===== config.mk =====
export PLATFORM = sky130hd
export DESIGN_NAME = disp_host_port
export DESIGN_NICKNAME = d
export VERILOG_FILES = /design/src/rtl/disp_host_port.sv
export SDC_FILE = /design/constraint.sdc
export NUM_CORES = 1
export LEC_CHECK = 0
export BUFFER_PORTS_ARGS = -buffer_cell sky130_fd_sc_hd__buf_2
export CORE_ASPECT_RATIO = 0.6
export CORE_MARGIN = 5
export CORE_UTILIZATION = 40
export DETAILED_ROUTE_END_ITERATION = 10
export SLEW_MARGIN = 10
export SYNTH_ARGS = -nofsm -noshare
export SYNTH_HDL_FRONTEND = slang
export SYNTH_SLANG_ARGS = --single-unit

===== constraint.sdc =====
create_clock -name clk -period 2.1 [get_ports clk]
set_input_delay 0.21 -clock clk [delete_from_list [all_inputs] [get_ports clk]]
set_output_delay 0.21 -clock clk [all_outputs]
set_load 0.02 [all_outputs]

===== src/rtl/disp_host_port.sv =====
module disp_host_port #(
  parameter int DIGITS = 8,
  parameter int DW     = 8,
  parameter logic [DW-1:0] BLANK = 8'h20,
  localparam int AW = $clog2(DIGITS)
) (
  input  logic          clk,
  input  logic          rst_n,
  input  logic          cs_n,
  input  logic          wr_n,
  input  logic          sel_char,
  input  logic          blink_n,
  input  logic [AW-1:0] digit_addr,
  input  logic [DW-1:0] wdata,
  input  logic [AW-1:0] scan_addr,
  output logic [DW-1:0] scan_char,
  output logic          scan_blink,
  output logic [DW-1:0] attr
);

  logic [DIGITS-1:0][DW-1:0] chr_q;
  logic [DIGITS-1:0]         blk_q;
  logic [DW-1:0]             attr_q;
  logic                      strb, strb_q, fire;

  assign strb = ~cs_n & ~wr_n;
  assign fire = strb & ~strb_q;

  always_ff @(posedge clk) strb_q <= strb;

  always_ff @(posedge clk) begin
    if (!rst_n) begin
      for (int i = 0; i < DIGITS; i++) chr_q[i] <= BLANK;
      blk_q  <= '0;
      attr_q <= '0;
    end else if (fire) begin
      if (!blink_n)      blk_q[digit_addr] <= wdata[0];
      else if (sel_char) chr_q[digit_addr] <= wdata;
      else               attr_q            <= wdata;
    end
  end

  assign scan_char  = chr_q[scan_addr];
  assign scan_blink = blk_q[scan_addr];
  assign attr       = attr_q;

  p_reset_clear_r4: assert property (@(posedge clk)
    !rst_n |=> (attr_q == '0) && (blk_q == '0) && (chr_q[0] == BLANK));

  p_no_select_r5: assert property (@(posedge clk) disable iff (!rst_n)
    (cs_n || wr_n) |=> $stable(chr_q) && $stable(blk_q) && $stable(attr_q));

  p_held_once_r6: assert property (@(posedge clk) disable iff (!rst_n)
    (strb && strb_q) |=> $stable(chr_q) && $stable(blk_q) && $stable(attr_q));

  p_blink_override_r3: assert property (@(posedge clk) disable iff (!rst_n)
    !blink_n |=> $stable(chr_q) && $stable(attr_q));

  p_attr_load_r2: assert property (@(posedge clk) disable iff (!rst_n)
    (fire && blink_n && !sel_char) |=> (attr_q == $past(wdata)) && $stable(chr_q));

endmodule


# After elaboration in Yosys (flattened, before gate mapping)
# Cells that the tools add are included.
[word_totals]
mem_count = 0
ff_bits = 81
mem_bits_ro = 0
ramBits = 0
inputBits = 20
latchBits = 0
[classes]
eq_ne = 0
shifts = 0
multipliers = 0
add_sub_neg = 0
mux = 10
n_bitwise = 7
reduce_logical = 4
div = 0
magnitude_cmp = 3
[ops]
columns = ["cell", "n"]
rows = [
  ["bitwise mux 64 bit", 1],
  ["binary-select mux 8 bit (select 3 bit)", 1],
  ["demux 8 bit (select 3 bit)", 1],
  ["two-way mux 8 bit", 2],
  ["bitwise mux 8 bit", 1],
  ["less-than comparator 3 x 4 -> 1 bit (second input constant)", 2],
  ["AND reduction 3 bit", 2],
  ["inverter 1 bit", 5],
  ["binary-select mux 1 bit (select 3 bit)", 1],
  ["demux 1 bit (select 3 bit)", 1],
  ["greater-or-equal comparator 3 x 1 -> 1 bit (second input constant)", 1],
  ["AND 1 bit", 2],
  ["two-way mux 1 bit", 2],
  ["AND reduction 2 bit", 1],
  ["logical AND 1 bit", 1],
]

# Depth between registers and ports, before layout
[logic_depth]
word_depth = 5
mapped_depth = 5
mapped_depth_nobuf = 3

# Worst setup path after synthesis
# OpenSTA, ideal clock, no wires.
[synth_timing]
path_kind = "input port to output port"
from = "input scan_addr[2]"
to = "output scan_char[5]"
path_stages = 4
arrival_time_ns = 1.286
slack_ns = 0.604
path_buffers = 2
path_cell_list = "buf_6 buf_12 mux4_2 mux2_2"
[synth_via]
elab_chain_len = 2
[synth_lines]
columns = ["element", "line", "source"]
rows = [
  ["from (decl)", "15", "input logic [AW-1:0] scan_addr,"],
  ["binary-select mux 8 bit (select 3 bit)", "43", "assign scan_char = chr_q[scan_addr];"],
  ["two-way mux 8 bit (not written as such)", "43", ""],
  ["to (decl)", "16", "output logic [DW-1:0] scan_char,"],
]
# No other way between the ends. The select of a mux whose other input is x is not followed.

# Worst setup path in the final report
[layout_timing]
from = "register chr_q[34] (netlist bit)"
to = "output scan_char[2]"
[layout_via]
elab_chain_len = 2
[layout_lines]
columns = ["element", "line", "source"]
rows = [
  ["from (decl)", "21", "logic [DIGITS-1:0][DW-1:0] chr_q;"],
  ["from (signal, indexed assignment)", "38", "else if (sel_char) chr_q[digit_addr] <= wdata;"],
  ["binary-select mux 8 bit (select 3 bit)", "43", ""],
  ["two-way mux 8 bit (not written as such)", "43", ""],
]
# No other way between the ends. The select of a mux whose other input is x is not followed.

==> results_tabular.tex <==
\begin{tabular}{lr}
\hline
Metric & Value \\
\hline
\multicolumn{2}{l}{\textbf{Status}} \\
Status & completed \\
\multicolumn{2}{l}{\textbf{Clock network}} \\
Clock insertion delay at the later pin of the skew report & 330 ps \\
Post-CTS setup-driven buffer insertion count & 0 \\
Clock buffer count from CTS & 9 \\
Clock root buffer master & clkbuf\_16 \\
Gates resized, CTS repair & 0 \\
Buffer depth of the longest clock path & 2 \\
Number of sinks on the clock net & 81 \\
Hold buffer count at CTS & 0 \\
Clock Pin Slew Worst Setup and Hold Paths & 60 ps \\
TritonCTS clock tree & yes \\
Maximum level of the CTS H-tree & 3 \\
\multicolumn{2}{l}{\textbf{STA}} \\
Final setup skew & 4.03 ps \\
Least-Margin Pin Slew & 577 ps \\
Share of the cycle needed by the critical path after routing & 85.9\% \\
Setup Viol. Count Final & 0 \\
F\_max & 555 MHz \\
Headroom to the max-slew limit & 61.5\% \\
Max-slew violation count & 0 \\
Crit path time final & 1800 ps \\
Total count of hold-check failures in the final report & 0 \\
Setup repair after global routing missed its margin & no \\
Total negative slack & 0 ps \\
\multicolumn{2}{l}{\textbf{Route}} \\
Met2 routed WL & 3.38 mm \\
Met3 wire len & 356 um \\
Residual DRC count & 0 \\
Topmost layer with routed signal wires & met4 \\
Number of nets still failing antenna checks after routing & 0 \\
WL per Instance & 16.9 um \\
Average vias per placed instance & 5.09 \\
Detailed-route wire length & 8.15 mm \\
Iteration-0 DRC Markers & 171 \\
Wl on met1 & 4.33 mm \\
Via Count & 2457 \\
Initial DRT Pass Iterations & 4 \\
\multicolumn{2}{l}{\textbf{Logic synthesis}} \\
Count of state elements after synthesis & 81 \\
Most repeated cell in the gate-level netlist after synthesis & nand2\_1 \\
Main area contributors after synthesis & dfxtp\_1 44\%, mux2i\_1 22\%, mux4\_2 8.6\%, nand2\_1 8.6\%, mux4\_1 2.9\% \\
Post-synthesis area per instance & 11.2 sq um \\
Number of warnings printed during yosys synthesis & 0 \\
Synth async-reset ratio & 0\% \\
Top flip-flop cell by instance count after synthesis & dfxtp\_1 \\
Count of cell types in the netlist & 28 \\
Fraction of synthesized cell area taken by the top area cell type & 44.2\% \\
Leading cell types by count after synthesis & 84 x nand2\_1, 81 x dfxtp\_1, 80 x mux2i\_1 \\
Share of the yosys chip area belonging to registers & 44.2\% \\
Post-Synthesis Net Count & 347 \\
Gate Count Post-Synth & 327 \\
Number of enable flip-flop cells after synthesis & 0 \\
Cell taking the most area after synthesis & dfxtp\_1 \\
Cell Area, Synth & 3670 sq um \\
\multicolumn{2}{l}{\textbf{Floorplanning}} \\
Row Count & 27 \\
Number of top-level pins & 37 \\
Placeable core region & 9050 sq um \\
Die H & 84.2 um \\
Die area & 11300 sq um \\
Starting density of the core & 40.6\% \\
Die W & 134 um \\
\multicolumn{2}{l}{\textbf{Cells and area}} \\
Signed area change from the synthesized netlist to the final layout & 16.0\% \\
Post-route cell area & 4260 sq um \\
Antenna cells & 0 \\
Nets & 383 \\
Count of filler cells inserted in the layout & 817 \\
Layout cells sized above 1 & 25.9\% \\
\multicolumn{2}{l}{\textbf{Setup path}} \\
Arrival time at the worst endpoint & 1590 ps \\
Worst path cell trace & mux4\_1 > mux2\_2 > buf\_2 \\
Worst-path fanout max & 2 \\
Highest-delay cell along the critical path & mux4\_1 \\
Peak per-stage delay on the critical path & 500 ps \\
Critical Setup Path Class & register to primary output \\
Crit. End Element & primary output \\
Crit start category & register \\
Logic depth of the worst register-to-register path & 3 \\
Required time of the critical path & 1890 ps \\
\multicolumn{2}{l}{\textbf{Power}} \\
Switching power share of the total & 21.7\% \\
Leakage dissipation & 2.07 nW \\
Worst IR drop on VDD & 404 uV \\
PwrDens & 757 nW/um\^{}2 \\
Internal power summed over all cells & 0.00252 W \\
Switching power of the nets & 0.000698 W \\
Sequential share of power & 48.1\% \\
Logic pwr share & 5.9\% \\
Power, Total & 0.00322 W \\
Share of total power in the clock network & 46.0\% \\
\multicolumn{2}{l}{\textbf{Global routing}} \\
Number of global-route vias before repair & 2477 \\
Aggregate global-route resource usage & 15.2\% \\
Grt total ovfl & 0 \\
Number of antenna violations at the first check in global routing & 0 \\
First-pass GRT wire length & 13.4 mm \\
Largest net degree at the start of global routing & 43 \\
\multicolumn{2}{l}{\textbf{Min path}} \\
Worst Hold Class & primary input to register \\
Hold path cells & 3 \\
\multicolumn{2}{l}{\textbf{Place}} \\
Number of buffers added on ports & 36 \\
GP Congestion & 0.737 \\
Placed instance area & 3980 sq um \\
Total half-perimeter wirelength after legalization and detailed placement & 5.57 mm \\
\multicolumn{2}{l}{\textbf{Run}} \\
Max-cap viol count & 0 \\
\hline
\end{tabular}
-- worst paths after layout --
kind | startpoint | end | slack, ps
worst min-delay path | wdata[5] | attr[5]$_SDFFE_PN0P_ | 130
worst min register to register | chr_q[60]$_SDFFE_PN0P_ | chr_q[60]$_SDFFE_PN0P_ | 460
worst max-delay path | chr_q[34]$_SDFFE_PN0P_ | scan_char[2] | 300
worst max register to register | strb_q$_DFF_P_ | chr_q[5]$_SDFFE_PN1P_ | 600
-- per-layer routing --
layer,vias up,track usage (%)
li1,1221,-
met1,1183,22.3
met2,43,21.6
met3,10,4.97
met4,0,3.92
met5,-,0
-- flip-flops by register name, indices dropped and copies added (netlist names) --
| signal | cells |
|---|---|
| attr | 8 |
| strb_q | 1 |
| blk_q | 8 |
| chr_q | 64 |
-- logic make-up after synthesis --
| group | synth area share [%] |
|---|---|
| buffers and inverters | 3.37 |
| flip-flops | 44.2 |
| AND/OR/NAND/NOR | 16.5 |
| multiplexers | 36.0 |
-- power groups by stage --
stage,logic (W),clock network (W),registers (W)
finish,0.000189,0.00148,0.00155
global route,0.000206,0.00159,0.00155
CTS,0.000191,0.00152,0.00155
detailed placement,0.000190,0,0.00158
global placement,0.000189,0,0.00158
floorplan,0.000124,0,0.00159
-- area by class of cell --
| cell class | instances | area (sq um) | share of cell area (%) |
|---|---|---|---|
| Tap cell | 116 | 145 | 3.41 |
| Multi-Input combinational cell | 224 | 1930 | 45.2 |
| Timing Repair Buffer | 47 | 288 | 6.76 |
| Clock buffer | 11 | 233 | 5.46 |
| Sequential cell | 81 | 1620 | 38.1 |
| Clock inverter | 4 | 45.0 | 1.06 |
-- worst max-delay path, delay by kind of cell, from the launching register on --
family	cells	cell delay [ps]
buffers and inverters	1	160
DFF	1	320
muxes	2	790
-- stage by stage --
| step | worst slack (ps) | hold slack [ps] | util (%) | cells |
|---|---|---|---|---|
| after global routing | 246 | 123 | 47.0 | 483 |
| final | 297 | 129 | 47.0 | 483 |
| after floorplan | 604 | 288 | - | 327 |
| after CTS | 279 | 119 | 47.0 | 483 |
| after global placement | 344 | 441 | 44.0 | 468 |
| after detailed placement | 340 | 447 | 44.0 | 468 |
-- cell usage in the layout, fill, tap and decap left out --
| cell | instances |
|---|---|
| bufinv_16 | 1 |
| nor4b_2 | 1 |
| nand4b_1 | 4 |
| mux4_1 | 4 |
| clkbuf_1 | 2 |
| nor2_2 | 1 |
| clkbuf_16 | 9 |
| buf_2 | 36 |
| mux4_2 | 14 |
| and4bb_1 | 1 |
| nand2_1 | 84 |
| dfxtp_1 | 81 |
| nand3_1 | 2 |
| nor2b_1 | 9 |
| buf_4 | 9 |
| and4bb_2 | 2 |
| nor4_4 | 1 |
| nor3_2 | 1 |
| mux2i_1 | 80 |
| nor2_1 | 3 |
| nand2_2 | 3 |
| buf_12 | 2 |
| mux2_2 | 9 |
| clkinv_2 | 3 |
| nand4_4 | 1 |
| nand4_1 | 1 |
| nand3_2 | 1 |
| nand4b_4 | 1 |
| nand2b_1 | 1 |
(Power assumes the default switching activity.)
